--- config.mk ---
export PLATFORM = sky130hd
export DESIGN_NAME = irq_aggregator
export DESIGN_NICKNAME = d
export VERILOG_FILES = /design/src/rtl/irq_agg_pkg.sv /design/src/rtl/irq_agg_ctrl.sv /design/src/rtl/irq_agg_datapath.sv /design/src/rtl/irq_aggregator.sv
export SDC_FILE = /design/constraint.sdc
export NUM_CORES = 1
export LEC_CHECK = 0
export ABC_AREA = 1
export CORE_UTILIZATION = 56
export DETAILED_ROUTE_END_ITERATION = 7
export PLACE_DENSITY_LB_ADDON = 0.12
export SYNTH_ARGS = -nofsm -noshare
export SYNTH_HDL_FRONTEND = slang
export SYNTH_SLANG_ARGS = --single-unit
--- constraint.sdc ---
create_clock -name clk -period 1.2 [get_ports clk]
set_input_delay 0.18 -clock clk [delete_from_list [all_inputs] [get_ports clk]]
set_output_delay 0.18 -clock clk [all_outputs]
set_load 0.05 [all_outputs]
--- src/rtl/irq_agg_pkg.sv ---
package irq_agg_pkg;
  localparam int BANK_W     = 8;
  localparam int NUM_BANKS  = 3;
  localparam int SRC_W      = BANK_W * NUM_BANKS;
  localparam int ADDR_W     = 3;
  localparam int BANK_SEL_W = ADDR_W - 1;

  typedef enum logic [1:0] {
    RD_NONE   = 2'd0,
    RD_STATUS = 2'd1,
    RD_MASK   = 2'd2,
    RD_ZERO   = 2'd3
  } rdKind_e;

  typedef struct packed {
    logic [NUM_BANKS-1:0]  maskWr;
    logic [NUM_BANKS-1:0]  statusRd;
    rdKind_e               rdKind;
    logic [BANK_SEL_W-1:0] rdBank;
  } ctrlStrobes_t;
endpackage

--- src/rtl/irq_agg_ctrl.sv ---
module irq_agg_ctrl
  import irq_agg_pkg::*;
(
  input  logic              busRd,
  input  logic              busWr,
  input  logic [ADDR_W-1:0] busAddr,
  output ctrlStrobes_t      strobes
);
  localparam logic [BANK_SEL_W-1:0] LAST_BANK = BANK_SEL_W'(NUM_BANKS - 1);

  logic [BANK_SEL_W-1:0] bankIdx;
  logic                  isMask;
  logic                  bankValid;

  assign bankIdx   = busAddr[BANK_SEL_W-1:0];
  assign isMask    = busAddr[ADDR_W-1];
  assign bankValid = (bankIdx <= LAST_BANK);

  always_comb begin
    strobes        = '0;
    strobes.rdKind = RD_NONE;
    strobes.rdBank = bankIdx;
    for (int b = 0; b < NUM_BANKS; b++) begin
      if (bankValid && bankIdx == BANK_SEL_W'(b)) begin
        strobes.maskWr[b]   = busWr & isMask;
        strobes.statusRd[b] = busRd & ~isMask;
      end
    end
    if (busRd) begin
      if (!bankValid)  strobes.rdKind = RD_ZERO;
      else if (isMask) strobes.rdKind = RD_MASK;
      else             strobes.rdKind = RD_STATUS;
    end
  end
endmodule

--- src/rtl/irq_agg_datapath.sv ---
module irq_agg_datapath
  import irq_agg_pkg::*;
#(
  parameter int LEVEL_SRC   = 13,
  parameter int SYNC_STAGES = 2
) (
  input  logic              clk,
  input  logic              rstN,
  input  logic [SRC_W-1:0]  reqIn,
  input  logic [BANK_W-1:0] busWdata,
  input  ctrlStrobes_t      strobes,
  output logic [BANK_W-1:0] busRdata,
  output logic              irqOut,
  output logic [SRC_W-1:0]  maskVec,
  output logic [SRC_W-1:0]  latchedVec,
  output logic [SRC_W-1:0]  edgeVec
);
  logic [SRC_W-1:0]  syncStage [SYNC_STAGES];
  logic [SRC_W-1:0]  reqSync;
  logic [SRC_W-1:0]  prevQ;
  logic [SRC_W-1:0]  statusVec;
  logic [SRC_W-1:0]  maskQ;
  logic [BANK_W-1:0] statusSel;
  logic [BANK_W-1:0] maskSel;
  logic [BANK_W-1:0] rdQ;

  // synchroniser chain and previous-value register
  always_ff @(posedge clk or negedge rstN) begin
    if (!rstN) begin
      for (int s = 0; s < SYNC_STAGES; s++) syncStage[s] <= '0;
      prevQ <= '0;
    end else begin
      syncStage[0] <= reqIn;
      for (int s = 1; s < SYNC_STAGES; s++) syncStage[s] <= syncStage[s-1];
      prevQ <= reqSync;
    end
  end

  assign reqSync = syncStage[SYNC_STAGES-1];
  assign edgeVec = reqSync & ~prevQ;

  // per-source capture: edge latch or live level
  for (genvar i = 0; i < SRC_W; i++) begin : g_src
    if (i == LEVEL_SRC) begin : g_level
      assign statusVec[i]  = reqSync[i];
      assign latchedVec[i] = 1'b0;
    end else begin : g_edge
      logic latQ;
      always_ff @(posedge clk or negedge rstN) begin
        if (!rstN) latQ <= 1'b0;
        else       latQ <= (edgeVec[i] & maskQ[i]) |
                           (latQ & ~strobes.statusRd[i / BANK_W]);
      end
      assign statusVec[i]  = latQ;
      assign latchedVec[i] = latQ;
    end
  end

  always_ff @(posedge clk or negedge rstN) begin
    if (!rstN) begin
      maskQ <= '0;
    end else begin
      for (int b = 0; b < NUM_BANKS; b++) begin
        if (strobes.maskWr[b]) maskQ[b*BANK_W +: BANK_W] <= busWdata;
      end
    end
  end

  always_comb begin
    statusSel = '0;
    maskSel   = '0;
    for (int b = 0; b < NUM_BANKS; b++) begin
      if (strobes.rdBank == BANK_SEL_W'(b)) begin
        statusSel = statusVec[b*BANK_W +: BANK_W];
        maskSel   = maskQ[b*BANK_W +: BANK_W];
      end
    end
  end

  always_ff @(posedge clk or negedge rstN) begin
    if (!rstN) begin
      rdQ <= '0;
    end else begin
      case (strobes.rdKind)
        RD_STATUS: rdQ <= statusSel;
        RD_MASK:   rdQ <= maskSel;
        RD_ZERO:   rdQ <= '0;
        default:   rdQ <= rdQ;
      endcase
    end
  end

  assign busRdata = rdQ;
  assign irqOut   = |(statusVec & maskQ);
  assign maskVec  = maskQ;
endmodule

--- src/rtl/irq_aggregator.sv ---
module irq_aggregator
  import irq_agg_pkg::*;
#(
  parameter int LEVEL_SRC   = 13,
  parameter int SYNC_STAGES = 2
) (
  input  logic              clk,
  input  logic              rstN,
  input  logic [ADDR_W-1:0] busAddr,
  input  logic              busRd,
  input  logic              busWr,
  input  logic [BANK_W-1:0] busWdata,
  output logic [BANK_W-1:0] busRdata,
  input  logic [SRC_W-1:0]  reqIn,
  output logic              irqOut
);
  ctrlStrobes_t     strobes;
  logic [SRC_W-1:0] maskVec;
  logic [SRC_W-1:0] latchedVec;
  logic [SRC_W-1:0] edgeVec;

  irq_agg_ctrl u_ctrl (
    .busRd   (busRd),
    .busWr   (busWr),
    .busAddr (busAddr),
    .strobes (strobes)
  );

  irq_agg_datapath #(
    .LEVEL_SRC   (LEVEL_SRC),
    .SYNC_STAGES (SYNC_STAGES)
  ) u_dp (
    .clk        (clk),
    .rstN       (rstN),
    .reqIn      (reqIn),
    .busWdata   (busWdata),
    .strobes    (strobes),
    .busRdata   (busRdata),
    .irqOut     (irqOut),
    .maskVec    (maskVec),
    .latchedVec (latchedVec),
    .edgeVec    (edgeVec)
  );
endmodule

==> results.py, run 1 <==
metrics = {
    "run_status": {
        "status": "finished, violations left",
        "violations": "setup timing",
    },
    "worst_setup_path": {
        "cp_slowest_cell": "dfrtp_1",
        "path_max_fanout": 2,
        "critPathKind": "reg2out",
        "crit_chain": "inv_2, o21ai_1, nor2_1, nand2_1, nor2_2, nand2_2, buf_12",
        "reg2reg_from": "u_dp.g_src[5].g_edge.latQ",
        "worstSetupEndpointType": "output port",
        "r2r_end": "u_dp.busRdata[5]",
        "reg2reg_slack_ns": 0.10,
        "startpoint": "u_dp.g_src[20].g_edge.latQ",
        "worstPathRequired_ns": 1.02,
        "crit_end": "irqOut",
        "arrival_ns": 1.69,
        "worstSetupStartpointType": "register",
        "rr_worst_depth": 7,
        "max_stage_delay_ns": 0.39,
    },
    "drt": {
        "wl_per_cell_um": 16.9,
        "antenna_left": 0,
        "route.final.wire_length_um": 11700,
        "vias": 3737,
        "drt_drc_violations_left": 0,
        "drt-pass1-iter-count": 5,
        "via_per_inst": 5.38,
        "drtIter0Drc": 232,
    },
    "sta": {
        "rsz0062_at_grt": "yes",
        "worstMarginPinSlew_ns": 0.370,
        "finalHoldViolCount": 0,
        "relSlewSlack": 0.754,
        "finalSetupViolCount": 9,
        "finClkSkew_ns": 0.00949,
        "final.min_clock_period_ns": 1.87,
        "min_period_over_period": 1.56,
        "fmax_ghz": 0.535,
        "drv_slew": 0,
        "setup_ws_ns": -0.669,
    },
    "clocking": {
        "clockBufferDepth": 2,
        "root_buffer": "clkbuf_8",
        "htree_levels": 4,
        "clk_pin_slew_worst_paths_ns": 0.07,
        "numCtsBuffers": 17,
        "cts_tree": "done",
        "clock_sinks": 126,
        "clk_latency_ns": 0.52,
    },
    "yosys": {
        "yosys-top-cells-area": "dfrtp_1 (68%), nand2_1 (11%), o21ai_0 (5.3%)",
        "netlist.area_leader.share": 0.676,
        "synthCells": 447,
        "avgSynthCellArea_um2": 10.4,
        "synth_nets": 486,
        "ys_ff_latch": 126,
        "yosys_warnings": 0,
        "synth_top_area_cell": "dfrtp_1",
        "yosysUniqueCellTypes": 22,
        "ys_seq_area_frac": 0.676,
        "syn-cell-area_mm2": 0.00466,
    },
    "finish": {
        "layout.nets": 619,
        "n_fill_cell": 446,
        "ff_latch_area_mm2": 0.00315,
        "multiInputGateArea_mm2": 0.00129,
        "layout_common_cells": "nand2_1 (132), dfrtp_1 (126), buf_4 (71), nand3_1 (48), o21ai_0 (46)",
        "areaGrowthSynthToFinish_pct": 39.2,
        "final_common_cell": "nand2_1",
        "post-route-util": 0.823,
        "drive_above_1_share": 0.228,
        "antenna_cells": 0,
    },
    "grt": {
        "antenna_found_initial": 0,
        "grt_pass1_vias": 3826,
        "grt_max_degree": 47,
        "grt_pass1_wl_um": 18700,
        "grt_overflow_total": 0,
        "grtUsageTotal": 0.299,
    },
    "floorplan": {
        "die_y_um": 93.3,
        "core_mm2": 0.00789,
        "start_util": 0.591,
        "row_count": 32,
        "die_area_mm2": 0.00870,
        "ios": 48,
        "die_w_um": 93.3,
    },
    "place": {
        "port_buffers": 47,
        "pre_cts_ws_ns": -0.493,
        "gp_congestion": 0.949,
        "dp_hpwl_um": 7760,
    },
    "power": {
        "p_leak_nw": 3.15,
        "power.density_mw_per_mm2": 1930,
        "irDropWorstVdd_mv": 1.33,
    },
    "min_path": {
        "hp-class": "in2async",
    },
    "run": {
        "maxCapViolCount": 0,
    },
}
-- what timing repair did --
| item | in CTS | in global routing |
|---|---|---|
| cloned | 0 | 0 |
| pin swaps | 4 | 4 |
| endpoints found under the hold margin | 126 | 0 |
| setup buffers | 4 | 1 |
| hold buffers | 1 | 0 |
| gates resized for setup | 3 | 10 |
| setup endpoints to repair | 9 | 29 |
-- synthesized netlist by cell type --
master,number
nor3_4,1
nor2_1,14
nor3_1,1
nor3_2,1
nor2_4,1
nand3b_1,15
buf_8,2
inv_1,30
o21ai_1,7
buf_4,4
buf_6,2
nand2_1,133
dfrtp_1,126
nand3_1,48
clkinv_1,1
nand3_4,2
inv_2,3
nand2_2,2
o21ai_0,49
clkbuf_1,1
buf_2,3
nand4_1,1
-- state kept, by name, indices dropped and copies added, names as in the netlist --
register	cells
u_dp.g_src.g_edge.latQ	23
u_dp.maskVec	24
u_dp.reqSync	24
u_dp.syncStage	24
u_dp.prevQ	23
u_dp.busRdata	8
-- metal layers --
metal,vias up,routed length (um),global-route usage
li1,1708,-,-
met1,1863,4870,0.367
met2,143,6010,0.516
met3,23,576,0.0577
met4,0,276,0.132
met5,-,0,0
-- worst min path at each step --
stage	from	end	cells after the start
3_5_place_dp	rstN	u_dp.reqSync[11]	1
3_3_place_gp	rstN	u_dp.reqSync[11]	1
5_1_grt	reqIn[13]	u_dp.syncStage[37]	1
2_1_floorplan	rstN	u_dp.busRdata[0]	0
4_1_cts	rstN	u_dp.prevQ[10]	2
6_report	rstN	u_dp.reqSync[11]	2
-- stage by stage --
stage / hold WS [ns] / cell area (um2) / TNS, ns / std cells / total power, mW
floorplan: -0.116 / 4660 / 0 / 447 / 6.12
global placement: 0.0712 / 5870 / -20.63 / 657 / 7.52
detailed placement: 0.0759 / 5870 / -22.58 / 657 / 7.62
CTS: 0.0789 / 6460 / -1.30 / 694 / 12.5
global route: 0.0888 / 6490 / -1.43 / 695 / 13.0
finish: 0.0865 / 6490 / -1.22 / 695 / 12.5
-- worst max-delay path: cells and delay by family (launching register included) --
kind                   cells  cell delay (ns)
and+or+nand+nor            4             0.45
DFF                        1             0.39
buffers and inverters      2             0.23
AOI/OAI and AO/OA          1             0.08
-- cells by family (layout without fill, tap and decap cells) --
family                 after synthesis  after routing  synth area share
flip-flops                         126            126             0.676
buffers and inverters               46            192            0.0491
AO/OA/AOI/OAI                       56             56            0.0601
AND/OR/NAND/NOR                    219            219             0.215
-- area by class of cell --
| type | instances | share of cell area |
|---|---|---|
| multi-input cells | 275 | 0.199 |
| clock buffers | 18 | 0.0644 |
| repair buffers | 126 | 0.191 |
| well taps | 102 | 0.0197 |
| inverters | 34 | 0.0197 |
| flip-flops and latches | 126 | 0.486 |
| clock inverters | 14 | 0.0202 |
-- power breakdown --
part	internal, mW	total (mW)	switching [mW]	leakage (nW)
clock network	2.78	4.82	2.03	0.265
logic	1.30	2.59	1.29	1.39
registers	4.80	5.14	0.338	1.49
total	8.89	12.5	3.66	3.15
Power figures use the tool's default switching activity.
==> run 2: changes to the inputs <==
--- a/config.mk
+++ b/config.mk
@@ -8,6 +8,7 @@
 export ABC_AREA = 1
 export CORE_UTILIZATION = 56
 export DETAILED_ROUTE_END_ITERATION = 7
+export MAX_ROUTING_LAYER = met4
 export PLACE_DENSITY_LB_ADDON = 0.12
 export SYNTH_ARGS = -nofsm -noshare
 export SYNTH_HDL_FRONTEND = slang
==> results.py, run 2 (synthesis results as in run 1) <==
metrics = {
    "run_status": {
        "status": "finished, violations left",
        "violations": "setup timing",
    },
    "power": {
        "p_total_mw": 13.5,
        "irDropWorstVdd_mv": 1.42,
        "power.density_mw_per_mm2": 2020,
        "p_leak_nw": 3.25,
    },
    "place": {
        "placedCellCount": 661,
        "gp_congestion": 0.860,
        "dp_hpwl_um": 7930,
        "port_buffers": 47,
    },
    "floorplan": {
        "ios": 48,
        "start_util": 0.591,
        "core_mm2": 0.00789,
        "row_count": 32,
        "die_w_um": 93.3,
        "die_area_mm2": 0.00870,
        "die_y_um": 93.3,
    },
    "sta": {
        "min_period_over_period": 1.57,
        "drv_slew": 0,
        "finClkSkew_ns": 0.00988,
        "final.min_clock_period_ns": 1.89,
        "final.setup.tns_ns": -1.22,
        "relSlewSlack": 0.682,
        "fin_hold_ws_ns": 0.0966,
        "setup_ws_ns": -0.688,
        "fmax_ghz": 0.530,
        "finalHoldViolCount": 0,
        "worstMarginPinSlew_ns": 0.476,
        "rsz0062_at_grt": "yes",
        "finalSetupViolCount": 9,
    },
    "finish": {
        "antenna_cells": 0,
        "areaGrowthSynthToFinish_pct": 43.0,
        "layout.nets": 628,
        "fin_cells": 703,
        "drive_above_1_share": 0.245,
        "layout_common_cells": "nand2_1 (132), dfrtp_1 (126), buf_4 (80), o21ai_0 (45), nand3_1 (44)",
        "final_common_cell": "nand2_1",
        "post-route-util": 0.845,
    },
    "clocking": {
        "htree_levels": 4,
        "root_buffer": "clkbuf_8",
        "clock_sinks": 126,
        "cts_tree": "done",
        "numCtsBuffers": 17,
        "clockBufferDepth": 2,
        "clk_pin_slew_worst_paths_ns": 0.06,
        "clk_latency_ns": 0.52,
    },
    "grt": {
        "grtUsageTotal": 0.328,
        "grt_pass1_wl_um": 20100,
        "grt_max_degree": 31,
        "grt_pass1_vias": 3960,
        "grt.busiest_layer": "met2",
        "antenna_found_initial": 0,
        "grt_overflow_total": 0,
        "grt_use_met1": 0.390,
        "met2_usage": 0.547,
        "grt_use_met3": 0.0618,
    },
    "worst_setup_path": {
        "path_max_fanout": 2,
        "crit_family": "simple AND/OR/NAND/NOR gates",
        "rr_worst_depth": 8,
        "crit_chain": "nand2_1, o21ai_1, nor2_1, nand2_1, nor2_2, nand2_2, buf_12",
        "worstSetupEndpointType": "output port",
        "arrival_ns": 1.71,
        "cp_slowest_cell": "dfrtp_1",
        "critPathKind": "reg2out",
        "cp_num_buf_inv": 1,
        "r2r_end": "u_dp.busRdata[7]",
        "reg2reg_from": "u_dp.maskVec[23]",
        "worstPathRequired_ns": 1.02,
        "max_stage_delay_ns": 0.41,
        "worst-path-stages": 7,
        "worstSetupStartpointType": "register",
        "path_common_cell": "nand2_1",
        "reg2reg_slack_ns": 0.06,
    },
    "drt": {
        "drt-pass1-iter-count": 5,
        "route.final.wire_length_um": 12600,
        "wl_per_cell_um": 17.9,
        "drt_drc_violations_left": 0,
        "antenna_left": 0,
        "drtIter0Drc": 242,
        "vias": 3735,
        "via_per_inst": 5.31,
    },
    "min_path": {
        "holdCritStartpoint": "reqIn[20]",
        "min_to": "u_dp.syncStage[44]",
        "min_path_cells": 1,
        "hp-class": "in2reg",
    },
    "run": {
        "maxCapViolCount": 0,
    },
}
## run 2: cell types whose count changed in the layout (fill, tap and decap cells not counted), moves of 2 or more
cell and delta:
clkinv_2 -3, nand3_2 +4, bufinv_16 +4, buf_4 +9
clkinv_4 +2, clkinvlp_4 -2, nand3_1 -4
## run 2: stage by stage
| stage | cell area (um2) | setup WS (ns) |
|---|---|---|
| finish | 6670 | -0.688 |
| global route | 6670 | -0.721 |
| CTS | 6610 | -0.676 |
| detailed placement | 5900 | -0.472 |
| global placement | 5900 | -0.488 |
| floorplan | 4660 | 0.000996 |
## run 2: timing repair
item / in CTS / in global routing
resized for setup: 5 / 11
pin swaps: 5 / 6
hold buffers: 1 / 0
endpoints found under the setup margin: 10 / 34
buffers inserted: 6 / 4
hold endpoints to repair: 109 / 0
## run 2: worst max-delay path by stage
stage	from	to	slack, ns
finish	u_dp.maskVec[23]	irqOut	-0.69
global route	u_dp.maskVec[23]	irqOut	-0.72
CTS	u_dp.maskVec[6]	irqOut	-0.68
detailed placement	busAddr[0]	u_dp.maskVec[4]	-0.47
global placement	busAddr[1]	u_dp.busRdata[6]	-0.49
floorplan	u_dp.maskVec[21]	irqOut	0.001
## run 2: worst register-to-register path, delay by kind of cell, from the launching register on
family                 cells  cell delay, ns
DFF                        1            0.41
and+or+nand+nor            6            0.33
buffers and inverters      2            0.29
## run 2: final cells by class
cell class / instances / area (um2)
sequential: 126 / 3150
multi-input combinational: 275 / 1310
timing repair buffer: 135 / 1310
fill: 411 / 1220
clock buffer: 17 / 414
clock inverter: 14 / 228
inverter: 34 / 128
tap: 102 / 128
## run 2: metal layers
layer / part of all wire / wire (um)
met5: 0 / 0
met2: 0.52 / 6560
met4: 0.028 / 352
met1: 0.40 / 5100
met3: 0.046 / 583
## run 2: power breakdown
part,switching [mW],internal (mW)
combinational,1.34,1.37
clock,1.99,3.62
sequential,0.355,4.80
==> run 3: changes to the inputs <==
--- a/config.mk
+++ b/config.mk
@@ -6,10 +6,11 @@
 export NUM_CORES = 1
 export LEC_CHECK = 0
 export ABC_AREA = 1
-export CORE_UTILIZATION = 56
+export CORE_UTILIZATION = 51
 export DETAILED_ROUTE_END_ITERATION = 7
 export MAX_ROUTING_LAYER = met4
 export PLACE_DENSITY_LB_ADDON = 0.12
 export SYNTH_ARGS = -nofsm -noshare
 export SYNTH_HDL_FRONTEND = slang
+export SYNTH_HIERARCHICAL = 1
 export SYNTH_SLANG_ARGS = --single-unit
==> constraint.sdc (replaced) <==
create_clock -name clk -period 1.59 [get_ports clk]
set_input_delay 0.2385 -clock clk [delete_from_list [all_inputs] [get_ports clk]]
set_output_delay 0.2385 -clock clk [all_outputs]
set_load 0.05 [all_outputs]
==> results.py, run 3 <==
metrics = {
    "place": {
        "gp_congestion": 0.890,
        "dp_hpwl_um": 6660,
        "pre_cts_ws_ns": -0.191,
        "port_buffers": 47,
    },
    "clocking": {
        "clock_sinks": 126,
        "cts_tree": "done",
        "clockBufferDepth": 2,
        "clk_latency_ns": 0.51,
        "htree_levels": 4,
        "numCtsBuffers": 17,
        "root_buffer": "clkbuf_8",
        "clk_pin_slew_worst_paths_ns": 0.06,
    },
    "power": {
        "irDropWorstVdd_mv": 0.819,
        "p_clk_frac": 0.380,
        "p_leak_nw": 2.99,
        "p_sw_frac": 0.284,
        "pwr-share-comb": 0.168,
        "power_frac_seq": 0.452,
        "switching_power_mw": 2.48,
        "power.density_mw_per_mm2": 1430,
        "p_int_mw": 6.23,
    },
    "drt": {
        "top_layer_used": "met4",
        "drt-pass1-iter-count": 7,
        "route.final.wire_length_um": 9940,
        "drtIter0Drc": 167,
        "vias": 3320,
        "met1_length_um": 4250,
        "wl_met3_um": 406,
        "via_per_inst": 5.05,
        "drt_drc_violations_left": 5,
        "antenna_left": 0,
        "wl_per_cell_um": 15.1,
        "wl_met2_um": 5110,
    },
    "floorplan": {
        "die_area_mm2": 0.00966,
        "row_count": 34,
        "die_y_um": 98.3,
        "core_mm2": 0.00885,
        "die_w_um": 98.3,
        "start_util": 0.534,
        "ios": 48,
    },
    "sta": {
        "fin_hold_ws_ns": 0.153,
        "relSlewSlack": 0.774,
        "drv_slew": 0,
        "final.min_clock_period_ns": 1.85,
        "setup_ws_ns": -0.255,
        "rsz0062_at_grt": "yes",
        "finClkSkew_ns": 0.00601,
        "finalSetupViolCount": 1,
        "min_period_over_period": 1.16,
        "fmax_ghz": 0.542,
        "finalHoldViolCount": 0,
        "worstMarginPinSlew_ns": 0.338,
    },
    "finish": {
        "areaGrowthSynthToFinish_pct": 29.0,
        "ff_latch_area_mm2": 0.00315,
        "layout_common_cells": "dfrtp_1 (125), nand2_1 (102), nand3_1 (55), inv_1 (50), buf_4 (46)",
        "n_fill_cell": 689,
        "multiInputGateArea_mm2": 0.00128,
        "drive_above_1_share": 0.222,
        "layout.nets": 577,
        "final_common_cell": "dfrtp_1",
        "antenna_cells": 0,
    },
    "grt": {
        "grt_pass1_wl_um": 16600,
        "grt_pass1_vias": 3413,
        "grt_overflow_total": 0,
        "grtUsageTotal": 0.238,
        "antenna_found_initial": 0,
        "grt_max_degree": 47,
    },
    "worst_setup_path": {
        "arrival_ns": 1.61,
        "critPathKind": "reg2out",
        "path_max_fanout": 3,
        "worstSetupStartpointType": "register",
        "worstPathRequired_ns": 1.35,
        "worstSetupEndpointType": "output port",
    },
    "run_status": {
        "status": "finished, violations left",
        "violations": "DRC, setup timing",
    },
    "yosys": {
        "yosys_warnings": 6,
        "avgSynthCellArea_um2": 10.7,
        "syn-cell-area_mm2": 0.00473,
        "synthCells": 442,
        "synth_nets": 481,
    },
    "min_path": {
        "hp-class": "in2async",
    },
    "run": {
        "maxCapViolCount": 0,
    },
}
[run 3: worst max-delay path, stage by stage (launching register included)]
cell	delay, ns
dfrtp_1	0.39
nand2_1	0.09
nand2_2	0.06
nor2_2	0.11
nand2_1	0.06
nor2_2	0.14
nand2_1	0.09
buf_6	0.16
[run 3: routing by layer]
layer  vias up  global-route usage
met1      1628               0.285
met3        17              0.0515
met5         -                   -
li1       1591                   -
met4         0               0.103
met2        84               0.390
[run 3: power groups by stage]
stage | clock, mW | combinational (mW) | sequential, mW
floorplan | 0 | 0.606 | 4.07
global placement | 0 | 1.16 | 4.03
detailed placement | 0 | 1.18 | 4.05
CTS | 3.38 | 1.40 | 3.95
global route | 3.53 | 1.63 | 4.00
finish | 3.31 | 1.46 | 3.94
[run 3: through the flow]
stage          cell area [um2]  cells  total power [mW]  setup TNS, ns  utilization
5_1_grt                   6100    658              9.16         -0.344        0.689
3_5_place_dp              5410    606              5.23          -4.95        0.612
6_report                  6100    658              8.71         -0.255        0.689
2_1_floorplan             4730    442              4.68              0            -
3_3_place_gp              5410    606              5.19          -4.76        0.612
4_1_cts                   6060    654              8.73         -0.273        0.685
[run 3: area by class of cell]
class                           instances  area share
Inverter                               53      0.0334
Sequential cell                       126       0.517
Clock buffer                           18      0.0685
Clock inverter                         13      0.0154
Timing Repair Buffer                   89       0.134
Tap cell                              108      0.0221
Multi-Input combinational cell        251       0.210
[run 3: timing repair]
| action | 4_1_cts | 5_1_grt |
|---|---|---|
| pin swaps | 2 | 3 |
| hold endpoints to repair | 126 | 0 |
| hold buffers | 1 | 0 |
| resized for setup | 3 | 4 |
| buffers inserted | 16 | 4 |
| endpoints found under the setup margin | 1 | 1 |
[run 3: path summary, 6_finish.rpt]
path                                            start  depth (start not counted)            endpoint  slack (ns)
setup / recovery           u_dp/g_src[12].g_edge.latQ                          7              irqOut       -0.26
hold / removal                                   rstN                          2      u_dp/prevQ[16]        0.15
setup reg to reg            u_dp/g_src[8].g_edge.latQ                          5    u_dp/busRdata[0]        0.60
hold reg to reg                    u_dp/syncStage[32]                          0     u_dp/reqSync[8]        0.34
max in group asynchronous                        rstN                          3  u_dp/syncStage[24]        0.90
min in group clk                            reqIn[15]                          1  u_dp/syncStage[39]        0.16
